$ cat src/rtl/ow_rst_pkg.sv
package ow_rst_pkg;
  typedef enum logic [1:0] {
    ST_IDLE    = 2'd0,
    ST_DRIVE   = 2'd1,
    ST_RELEASE = 2'd2
  } ow_state_e;
endpackage

$ cat src/rtl/ow_us_tick.sv
module ow_us_tick #(
  parameter int CLK_PER_US = 10
) (
  input  logic clk,
  input  logic rst_n,
  input  logic clr,
  output logic tick
);
  localparam int PW = (CLK_PER_US > 1) ? $clog2(CLK_PER_US) : 1;
  localparam logic [PW-1:0] LAST = PW'(CLK_PER_US - 1);

  logic [PW-1:0] cnt_q;

  always_ff @(posedge clk or negedge rst_n) begin
    if (!rst_n) begin
      cnt_q <= '0;
    end else if (clr || cnt_q == LAST) begin
      cnt_q <= '0;
    end else begin
      cnt_q <= cnt_q + 1'b1;
    end
  end

  assign tick = (cnt_q == LAST) && !clr;
endmodule

$ cat src/rtl/ow_line_sync.sv
module ow_line_sync #(
  parameter int STAGES = 2
) (
  input  logic clk,
  input  logic rst_n,
  input  logic line_in,
  output logic line_q
);
  logic [STAGES-1:0] pipe_q;

  always_ff @(posedge clk or negedge rst_n) begin
    if (!rst_n) begin
      pipe_q <= '1;
    end else begin
      pipe_q <= {pipe_q[STAGES-2:0], line_in};
    end
  end

  assign line_q = pipe_q[STAGES-1];
endmodule

$ cat src/rtl/ow_rst_seq.sv
module ow_rst_seq
  import ow_rst_pkg::*;
#(
  parameter int RST_LOW_US = 480,
  parameter int SAMPLE_US  = 64,
  parameter int WINDOW_US  = 480
) (
  input  logic      clk,
  input  logic      rst_n,
  input  logic      start,
  input  logic      tick,
  input  logic      line_hi,
  output ow_state_e state,
  output logic      accept,
  output logic      done,
  output logic      presence,
  output logic      bus_short
);
  localparam int MAXUS = (RST_LOW_US > WINDOW_US) ? RST_LOW_US : WINDOW_US;
  localparam int CW    = $clog2(MAXUS + 1);
  localparam logic [CW-1:0] LOW_LAST = CW'(RST_LOW_US - 1);
  localparam logic [CW-1:0] SMP_LAST = CW'(SAMPLE_US - 1);
  localparam logic [CW-1:0] WIN_LAST = CW'(WINDOW_US - 1);

  ow_state_e     st_q;
  logic [CW-1:0] us_q;
  logic          seen_q;

  assign accept = (st_q == ST_IDLE) && start;
  assign state  = st_q;

  always_ff @(posedge clk or negedge rst_n) begin
    if (!rst_n) begin
      st_q      <= ST_IDLE;
      us_q      <= '0;
      seen_q    <= 1'b0;
      done      <= 1'b0;
      presence  <= 1'b0;
      bus_short <= 1'b0;
    end else begin
      done <= 1'b0;
      unique case (st_q)
        ST_IDLE: begin
          if (start) begin
            st_q      <= ST_DRIVE;
            us_q      <= '0;
            seen_q    <= 1'b0;
            presence  <= 1'b0;
            bus_short <= 1'b0;
          end
        end
        ST_DRIVE: begin
          if (tick) begin
            if (us_q == LOW_LAST) begin
              st_q <= ST_RELEASE;
              us_q <= '0;
            end else begin
              us_q <= us_q + 1'b1;
            end
          end
        end
        ST_RELEASE: begin
          if (tick) begin
            if (us_q == SMP_LAST) begin
              seen_q <= !line_hi;
            end
            if (us_q == WIN_LAST) begin
              st_q      <= ST_IDLE;
              us_q      <= '0;
              done      <= 1'b1;
              presence  <= (us_q == SMP_LAST) ? !line_hi : seen_q;
              bus_short <= !line_hi;
            end else begin
              us_q <= us_q + 1'b1;
            end
          end
        end
        default: st_q <= ST_IDLE;
      endcase
    end
  end
endmodule

$ cat src/rtl/ow_reset_ctrl.sv
module ow_reset_ctrl
  import ow_rst_pkg::*;
#(
  parameter int CLK_PER_US = 10,
  parameter int RST_LOW_US = 480,
  parameter int SAMPLE_US  = 64,
  parameter int WINDOW_US  = 480,
  parameter bit USE_PULLUP = 1'b1
) (
  input  logic clk,
  input  logic rst_n,
  input  logic start,
  input  logic bus_in,
  output logic bus_drive_low,
  output logic pullup_en,
  output logic busy,
  output logic done,
  output logic presence,
  output logic bus_short
);
  ow_state_e st;
  logic      tick;
  logic      line_hi;
  logic      accept;

  ow_us_tick #(.CLK_PER_US(CLK_PER_US)) u_tick (
    .clk  (clk),
    .rst_n(rst_n),
    .clr  (accept),
    .tick (tick)
  );

  ow_line_sync #(.STAGES(2)) u_sync (
    .clk    (clk),
    .rst_n  (rst_n),
    .line_in(bus_in),
    .line_q (line_hi)
  );

  ow_rst_seq #(
    .RST_LOW_US(RST_LOW_US),
    .SAMPLE_US (SAMPLE_US),
    .WINDOW_US (WINDOW_US)
  ) u_seq (
    .clk      (clk),
    .rst_n    (rst_n),
    .start    (start),
    .tick     (tick),
    .line_hi  (line_hi),
    .state    (st),
    .accept   (accept),
    .done     (done),
    .presence (presence),
    .bus_short(bus_short)
  );

  assign bus_drive_low = (st == ST_DRIVE);
  assign busy          = (st != ST_IDLE);

  generate
    if (USE_PULLUP) begin : g_pullup
      assign pullup_en = (st != ST_DRIVE);
    end else begin : g_no_pullup
      assign pullup_en = 1'b0;
    end
  endgenerate
endmodule

$ cat config.mk
export PLATFORM = sky130hd
export DESIGN_NAME = ow_reset_ctrl
export DESIGN_NICKNAME = d
export VERILOG_FILES = /design/src/rtl/ow_rst_pkg.sv /design/src/rtl/ow_us_tick.sv /design/src/rtl/ow_line_sync.sv /design/src/rtl/ow_rst_seq.sv /design/src/rtl/ow_reset_ctrl.sv
export SDC_FILE = /design/constraint.sdc
export NUM_CORES = 1
export LEC_CHECK = 0
export ABC_AREA = 0
export BUFFER_PORTS_ARGS = -buffer_cell sky130_fd_sc_hd__buf_4
export CAP_MARGIN = 20
export CORE_AREA = 2 2 42 60
export CTS_CLUSTER_SIZE = 40
export DETAILED_ROUTE_END_ITERATION = 10
export DIE_AREA = 0 0 44 62
export GPL_TIMING_DRIVEN = 0
export PLACE_DENSITY = 0.75
export SLEW_MARGIN = 20
export SYNTH_ARGS = -nofsm -noshare
export SYNTH_HDL_FRONTEND = slang
export SYNTH_SLANG_ARGS = --single-unit
$ cat constraint.sdc
create_clock -name clk -period 2.65 [get_ports clk]
set_input_delay 0.53 -clock clk [delete_from_list [all_inputs] [get_ports clk]]
set_output_delay 0.53 -clock clk [all_outputs]
set_load 0.005 [all_outputs]
Word-level counts from Yosys, hierarchy flattened
Index checks and enable logic that the tools add are counted.
{ "word_totals": {"ramBits": 0, "out_inout_bits": 6, "register_bits": 21, "wordCells": 60, "n_memories": 0, "rom_bits": 0, "latchBits": 0, "in_bits": 4} }
{ "classes": {"bitwise_logic": 0, "shift": 0, "n_div": 0, "n_addsub": 2, "muxes": 24, "eq_ne": 12, "reduce_logical": 14, "order_cmp": 0, "multipliers": 0} }
{ "ops": {"columns": ["operator", "n"], "rows": [
  ["$mux W9", 3],
  ["$pmux W9 S2", 1],
  ["$mux W1", 10],
  ["$mux W2", 5],
  ["$ne A2 B1 Y1 const B", 5],
  ["$add A9 B1 Y9 const B", 1],
  ["$eq A9 B6 Y1 const B", 1],
  ["$eq A9 B9 Y1 const B", 1],
  ["$pmux W1 S2", 3],
  ["$pmux W2 S3", 1],
  ["$reduce_and A3 Y1", 2],
  ["$reduce_bool A2 Y1", 3],
  ["$reduce_and A5 Y1", 1],
  ["$add A4 B1 Y4 const B", 1],
  ["$eq A4 B4 Y1 const B", 1],
  ["$mux W4", 1],
  ["$ne A2 B2 Y1 const B", 2],
  ["$reduce_and A4 Y1", 1],
  ["$eq A2 B1 Y1 const B", 1],
  ["$eq A2 B2 Y1 const B", 1],
  ["$logic_and A1 B1 Y1", 2],
  ["$logic_not A1 Y1", 2],
  ["$logic_not A2 Y1", 1],
  ["$reduce_or A2 Y1", 1],
  ["$logic_or A1 B1 Y1", 1]
]} }

Longest topological paths before layout
Gate-level depths: netlist of run 1.
{ "depth": {"word_depth": 6, "mapped_depth": 7, "ltp_nobuf": 6} }

Cells and area by module
A second synthesis of run 1 with hierarchy kept.
{ "hier_totals": {"hier_cells": 120, "hier_area_um2": 1196.1} }
{ "modules_own_cells": {"columns": ["mod", "seq_area_each_um2", "area_each_um2", "cells_per_inst", "n_inst"], "rows": [
  ["ow_rst_seq", 375.4, 917.1, 95, 1],
  ["ow_us_tick", 100.1, 205.2, 20, 1],
  ["ow_line_sync", 52.6, 52.6, 2, 1],
  ["ow_reset_ctrl", 0.0, 21.3, 3, 1]
]} }

Worst setup path before layout of run 1
Ideal clock, no wire load.
{ "synth_timing": {"path_kind": "flip-flop to flip-flop", "from": "reg u_seq.st_q[0] (netlist: u_seq.state[0])", "to": "reg u_seq.us_q[7]", "setup_ns": 0.077, "slack_ns": 0.761, "path_stages_with_launch": 8, "t_required_ns": 2.573, "t_arrival_ns": 1.811, "cell_sequence": "dfrtp_1 inv_1 ha_1 buf_6 and4bb_4 a21boi_4 or4_1 a21oi_1"} }
{ "synth_via": {"elab_chain_cells": 6, "elab_cells_between_ends": 12} }
{ "synth_rtl": {"columns": ["item", "line_no", "rtl"], "rows": [
  ["start: declaration", "ow_rst_seq.sv:25", "ow_state_e st_q;"],
  ["start signal: assignment", "ow_rst_seq.sv:34", "st_q <= ST_IDLE;"],
  ["start signal: assignment", "ow_rst_seq.sv:45", "st_q <= ST_DRIVE;"],
  ["start signal: assignment", "ow_rst_seq.sv:55", "st_q <= ST_RELEASE;"],
  ["$logic_not A2 Y1", "ow_rst_seq.sv:29, ow_rst_seq.sv:42", null],
  ["$logic_and A1 B1 Y1", "ow_rst_seq.sv:29", "assign accept = (st_q == ST_IDLE) && start;"],
  ["$logic_not A1 Y1", "ow_us_tick.sv:24", "assign tick = (cnt_q == LAST) && !clr;"],
  ["$logic_and A1 B1 Y1", "ow_us_tick.sv:24", null],
  ["$ne A2 B1 Y1 (no source line)", null, null],
  ["$reduce_and A3 Y1 (no source line)", null, null],
  ["end signal: assignment", "ow_rst_seq.sv:58", "us_q <= us_q + 1'b1;"],
  ["end signal: assignment", "ow_rst_seq.sv:74", "us_q <= us_q + 1'b1;"],
  ["end: declaration", "ow_rst_seq.sv:26", "logic [CW-1:0] us_q;"]
]} }
Parallel ways exist; a longest one is shown, timed or not.
A chain may end at the register's enable or synchronous reset.

Worst setup path in the final report of run 1
Same ends and word-level chain as after synthesis.

==> results of run 1 <==
[power breakdown]
part / internal, mW / switching (mW)
Sequential: 0.370 / 0.0492
Combinational: 0.182 / 0.195
Clock: 0.0565 / 0.102
[final timing paths]
kind,startpoint,cells after the start,endpoint,slack (ps)
hold / removal,rst_n,1,u_tick.cnt_q[3],70
min in group clk,bus_in,1,u_sync.pipe_q[0],320
hold reg to reg,u_sync.pipe_q[0],0,u_sync.pipe_q[1],360
setup reg to reg,u_seq.state[0],6,u_seq.us_q[7],510
max in group asynchronous,rst_n,1,u_sync.pipe_q[1],2290
setup / recovery,u_seq.state[0],6,u_seq.us_q[7],510
[Yosys cell counts, drive strengths merged (3+ instances only)]
| master | count | area, um2 |
|---|---|---|
| dfrtp | 19 | 475 |
| nand2 | 11 | 41.3 |
| nor2 | 9 | 33.8 |
| a21oi | 8 | 40.0 |
| inv | 8 | 30.0 |
| nand3 | 8 | 40.0 |
| ha | 7 | 87.6 |
| or4 | 4 | 30.0 |
| a21o | 3 | 23.8 |
| and3 | 3 | 18.8 |
| o21ai | 3 | 15.0 |
| xnor2 | 3 | 26.3 |
[placed cells by master, fill, tap and decap left out, types with 2 or more instances in the layout]
master,netlist,routed
ha_1,7,7
o31ai_1,2,2
mux2_2,2,2
nand3b_1,2,2
mux2i_1,2,2
a21o_1,2,2
nor3_1,2,2
nand3_1,8,8
dfrtp_1,19,19
clkbuf_4,0,3
xnor2_1,3,3
o311ai_0,2,2
nor2_1,9,9
and4_1,2,2
inv_1,8,8
or4_1,4,4
and3_1,3,3
a21oi_1,8,8
buf_4,1,10
o21ai_0,3,3
dfstp_2,2,2
nand2_1,11,11
[flip-flops by register name, summed over array words and instances, names as in the netlist]
signal           cells
u_seq.done           1
u_sync.pipe_q        2
u_seq.bus_short      1
u_seq.us_q           9
u_tick.cnt_q         4
u_seq.state          2
u_seq.presence       1
u_seq.seen_q         1
[cell families after synthesis]
logic type	after synthesis
adder cells (fa/ha/maj)	7
flip-flops	21
AND/OR/NAND/NOR	51
XOR/XNOR	3
AO/OA/AOI/OAI	24
buffers and inverters	10
multiplexers	4
[layer usage]
layer / up-vias / routed length, um
met4: 0 / 56
met5: - / 0
met2: 12 / 1240
met1: 439 / 992
li1: 460 / -
met3: 5 / 47
[through the flow]
step | hold WS (ps) | setup slack [ps]
2_1_floorplan | 234 | 761
5_1_grt | 71.8 | 357
3_5_place_dp | 347 | 537
3_3_place_gp | 346 | 594
6_report | 69.3 | 506
4_1_cts | 80.7 | 489
[final cells by class]
class | count | area (um2)
Timing Repair Buffer | 9 | 67.6
Tap cell | 23 | 28.8
Fill cell | 213 | 938
Clock inverter | 1 | 5.00
Sequential cell | 21 | 528
Inverter | 8 | 30.0
Multi-Input combinational cell | 89 | 621
Buffer | 2 | 18.8
Clock buffer | 3 | 22.5
==> key figures, run 1 <==
Critical path
  • CP Capture Type: flip-flop
  • CP Max Fanout: 9
  • Family with the most delay on the worst path: simple AND/OR/NAND/NOR gates
  • Slowest Stage Delay on Critical Path: 510 ps
  • Bufs and invs on worst path: 1
  • Setup Crit Path Kind: flip-flop to flip-flop
  • Startpoint Class: flip-flop
  • Worst path cell trace: inv_1, ha_1, nand3b_1, a21boi_4, or4_1, a21oi_1
  • Crit path DAT: approximately 2400 ps
  • CP required: 2890 ps
  • CP max-delay cell: or4_1

Global route
  • First-pass GRT wire length: 4020 um
  • Met1 GRT Util: 0.228
  • Overall Global Routing Usage: 0.203
  • Pin count of the biggest net entering global routing: 22
  • Number of global-route vias before repair: between 900 and 1000
  • Overflow after GRT: 0
  • Met3 Use GR: 0.0173
  • GR peak layer: met2
  • Met2 usage: 0.374
  • Initial antenna violation count: 0

Final layout
  • Cell area after layout: ~1300 um2
  • Diodes inserted: 0
  • Non-filler cells, final: 156
  • Area grow syn2layout: 10.3%
  • Share of layout cells above drive strength 1: 0.188
  • Nets: around 150
  • Final core utilization: 0.585

Die
  • Initial Util: 0.530
  • IO Pins: 10
  • Die ar.: between 2000 and 3000 um2
  • Die Height: between 60 and 70 um
  • Row count: 21
  • Die extent in x: between 40 and 50 um
  • Core ar.: between 2000 and 2500 um2

Power
  • Pleak: 0.625 nW
  • Max IR drop VDD: ~0.00041 V
  • Pwr/cell area: roughly 720 nW/um2
  • Total power: about 0.95 mW

Detailed routing
  • Via count: around 900
  • Final WL: approximately 2300 um
  • Vias per inst: 5.87
  • Post-route ant nets: 0
  • Drt drc: 0
  • DR iter-0 viols: 24
  • DRT Pass-1 Iters: 4
  • WL per Instance: 15.0 um

Clock network
  • PostCTS Resize Cnt: 0
  • Hold_buf cts: 0
  • CTS tree: done
  • CTS buffer count: 3
  • Clock transition at path regs: roughly 130 ps
  • Root Driver: clkbuf_4
  • Post-CTS Setup Repair Bufs: 0
  • Worst-Skew Late Latency: 320 ps
  • Clock buffer depth: 2
  • H-tree Lvls: 1
  • Clk sinks: 21

Synthesis
  • Largest family of logic cells by synthesized area: simple AND/OR/NAND/NOR gates
  • Post-synth EDFFs: 0
  • Yosys Warn Count: 0
  • Cells after Synth: 120
  • Adder-Cell Fraction of Synth Area: 0.0731
  • Cell Area, Synth: approximately 1200 um2
  • Syn_area_per_cell: roughly 10 um2
  • Register area share after synthesis: 0.441
  • Syn Nets: 131
  • Mux share of post-synthesis cell area: 0.0355
  • Post-synthesis xor/xnor area fraction: 0.0219
  • Asr flop ratio synth: 1.00
  • Synth Register Bits: 21
  • Post-synth cell types: 39
  • Post-synthesis compound-gate area fraction: 0.145
  • Synth Area in Simple Gates: 0.242
  • Ys flop type: dfrtp_1

STA
  • Final slew viol count: 0
  • Clock skew: ~13 ps
  • Count of final setup violators: 0
  • Relative slew slack: 0.737
  • Final period util: 0.809
  • Final hold viol count: 0
  • RSZ-0062 raised after global routing: no
  • Actual slew at the worst max-slew pin: approximately 390 ps
  • Final min period: 2140 ps
  • Max Freq: ~470 MHz
  • Final setup TNS: 0 ps

Place
  • Placed Cells: 152
  • Detailed Place HPWL: 1750 um
  • Placement Cell Area: ~1300 um2
  • Number of port buffers: 9
  • Placer Congestion: slightly above 0.8

Status
  • Status: finished, final reports clean

Flow run
  • Max-cap violation count: 0

Min path
  • HP Class: primary input to asynchronous set/reset pin
No activity file was read; power rests on OpenSTA's default activity.
==> run 2, diff against run 1 <==
- ABC_AREA: 0 -> 1
- CORE_AREA: 2 2 42 60 -> 2 2 42 59
- DIE_AREA: 0 0 44 62 -> 0 0 44 61
- clock period: 2.65 -> 2 ns (I/O delays scaled with it)
==> key figures, run 2 <==
Status
  • Status: finished, final reports clean

Synthesis
  • Syn Nets: between 150 and 200
  • Post-synth EDFFs: 0
  • Post-synthesis xor/xnor area fraction: 0.0148
  • Post-synth cell types: 22
  • Synth top cells by count: 39 x nand2_1, 23 x inv_1, 19 x dfrtp_1, 13 x nor2_1, 10 x nand3_1
  • Synth Area in Simple Gates: 0.305
  • Top cells by area, synth: dfrtp_1 40%, nand2_1 12%, ha_1 7.4%
  • Cell Area, Synth: 1190 um2
  • Adder-Cell Fraction of Synth Area: 0.0738
  • Post-synthesis compound-gate area fraction: 0.0791
  • Cells after Synth: about 150
  • Post-synth top area share: 0.401
  • Mux share of post-synthesis cell area: 0
  • Asr flop ratio synth: 1.00
  • Largest family of logic cells by synthesized area: simple AND/OR/NAND/NOR gates
  • Syn_area_per_cell: 7.96 um2
  • Largest area contributor in the netlist: dfrtp_1
  • Register area share after synthesis: 0.445
  • Synth Register Bits: 21
  • Count leader, synth: nand2_1
  • Yosys Warn Count: 0
  • Ys flop type: dfrtp_1

STA
  • Final min period: 1670 ps
  • Final setup TNS: 0 ps
  • Final hold viol count: 0
  • Relative slew slack: 0.781
  • Final period util: 0.834
  • Actual slew at the worst max-slew pin: between 300 and 400 ps
  • RSZ-0062 raised after global routing: no
  • Count of final setup violators: 0
  • Clock skew: 4.49 ps
  • Final slew viol count: 0
  • Max Freq: between 500 and 600 MHz

Critical path
  • Critical Path Start: u_seq.state[0]
  • Crit path to: busy
  • Cells on worst reg2reg path: 10
  • Startpoint Class: flip-flop
  • FF-to-FF Start: u_seq.state[0]
  • Reg2Reg Capture Point: u_seq.us_q[5]
  • Bufs and invs on worst path: 3
  • CP Capture Type: output port
  • Crit path DAT: 1270 ps
  • CP Max Fanout: 3
  • Slowest Stage Delay on Critical Path: around 420 ps
  • CP max-delay cell: dfrtp_1
  • Worst path cell trace: inv_1, ha_1, inv_1, buf_4
  • Family with the most delay on the worst path: flip-flops
  • Setup Crit Path Kind: flip-flop to output port
  • Flop2flop setup slack: 400 ps
  • CP dominant cell by count: inv_1
  • Critical Path Stages: 4
  • CP required: around 1600 ps

Clock network
  • CTS tree: done
  • H-tree Lvls: 1
  • Post-CTS Setup Repair Bufs: 0
  • Worst-Skew Late Latency: ~320 ps
  • CTS buffer count: 3
  • Hold_buf cts: 1
  • Clk sinks: 21
  • Clock transition at path regs: 120 ps
  • PostCTS Resize Cnt: 0
  • Clock buffer depth: 2
  • Root Driver: clkbuf_4

Final layout
  • Most frequent cells in the layout: 39 x nand2_1, 23 x inv_1, 19 x dfrtp_1
  • Diodes inserted: 0
  • Largest registers: u_seq.us_q: 9 flops, u_tick.cnt_q: 4 flops
  • Area grow syn2layout: 11.2%
  • Cell area after layout: about 1300 um2
  • Nets: 175
  • Max FFs per register: 9
  • Most flop-heavy register: u_seq.us_q
  • Share of layout cells above drive strength 1: 0.196
  • Non-filler cells, final: ~190
  • Most common cell after layout, fill and taps aside: nand2_1

Detailed routing
  • Vias per inst: 5.17
  • DRT Pass-1 Iters: 4
  • Drt drc: 0
  • Via count: roughly 960
  • DR iter-0 viols: 18
  • Final WL: 2050 um
  • Post-route ant nets: 0
  • WL per Instance: approximately 11 um

Power
  • Max IR drop VDD: about 0.00061 V
  • Pwr/cell area: 1280 nW/um2
  • Pleak: approximately 0.68 nW

Die
  • IO Pins: 10
  • Core ar.: between 2000 and 2500 um2
  • Row count: 20
  • Initial Util: 0.551
  • Die ar.: between 2000 and 3000 um2
  • Die extent in x: 44 um
  • Die Height: between 60 and 70 um

Global route
  • Overflow after GRT: 0
  • Overall Global Routing Usage: 0.191
  • Initial antenna violation count: 0
  • First-pass GRT wire length: between 3000 and 4000 um
  • Pin count of the biggest net entering global routing: 22
  • Number of global-route vias before repair: between 900 and 1000

Place
  • Placer Congestion: around 0.85
  • Detailed Place HPWL: 1590 um
  • Placed Cells: 180
  • Placement Cell Area: between 1000 and 1500 um2
  • Number of port buffers: 9

Flow run
  • Max-cap violation count: 0

Min path
  • HP Class: primary input to flip-flop
[run 2: cell types whose count changed in the layout (fill, tap and decap cells not counted), sizes merged, moves of 3 or more]
cell	delta
a21o	-3
nor2	+8
inv	+15
or4	-4
o21ai	+8
and3	-3
nand2	+34
nand3	+4
a21oi	-4
[run 2: through the flow]
| stage | utilization | setup WS, ps | total power, mW | hold slack, ps |
|---|---|---|---|---|
| after floorplan | - | 560 | 1.27 | 104 |
| after global placement | 0.595 | 431 | 1.45 | 294 |
| after detailed placement | 0.595 | 396 | 1.50 | 300 |
| after CTS | 0.613 | 314 | 1.71 | 166 |
| after global routing | 0.613 | 225 | 1.87 | 166 |
| final | 0.613 | 332 | 1.69 | 175 |
[run 2: power breakdown]
group,switching [mW],internal [mW]
combinational,0.495,0.321
sequential,0.111,0.554
clock,0.134,0.0750
[run 2: cell families after synthesis]
kind of cell	after synthesis
xor gates and xnor gates	2
AOI/OAI and AO/OA	15
and+or+nand+nor	80
DFF	21
adders and majority gates	7
buffers and inverters	24
[run 2: how the worst min path moves through the flow]
stage,cells after the start,to,from
5_1_grt,1,u_sync.pipe_q[0],bus_in
4_1_cts,1,u_sync.pipe_q[0],bus_in
6_report,1,u_sync.pipe_q[0],bus_in
3_5_place_dp,1,u_seq.state[0],rst_n
3_3_place_gp,1,u_seq.state[0],rst_n
2_1_floorplan,0,u_seq.bus_short,rst_n
[run 2: area by class of cell]
cell class,instances,area (um2)
clock inverters,1,5.00
repair buffers,10,77.6
flip-flops and latches,21,528
fillers,209,833
clock buffers,3,22.5
plain buffers,1,11.3
inverters,23,86.3
well taps,22,27.5
multi-input cells,104,561
[run 2: routing by layer]
metal,vias up,part of all wire,global-route usage,wire (um)
li1,492,-,-,-
met5,-,0,0,0
met3,5,0.036,0.0268,73
met2,21,0.51,0.330,1040
met4,0,0.029,0.134,59
met1,439,0.43,0.214,875
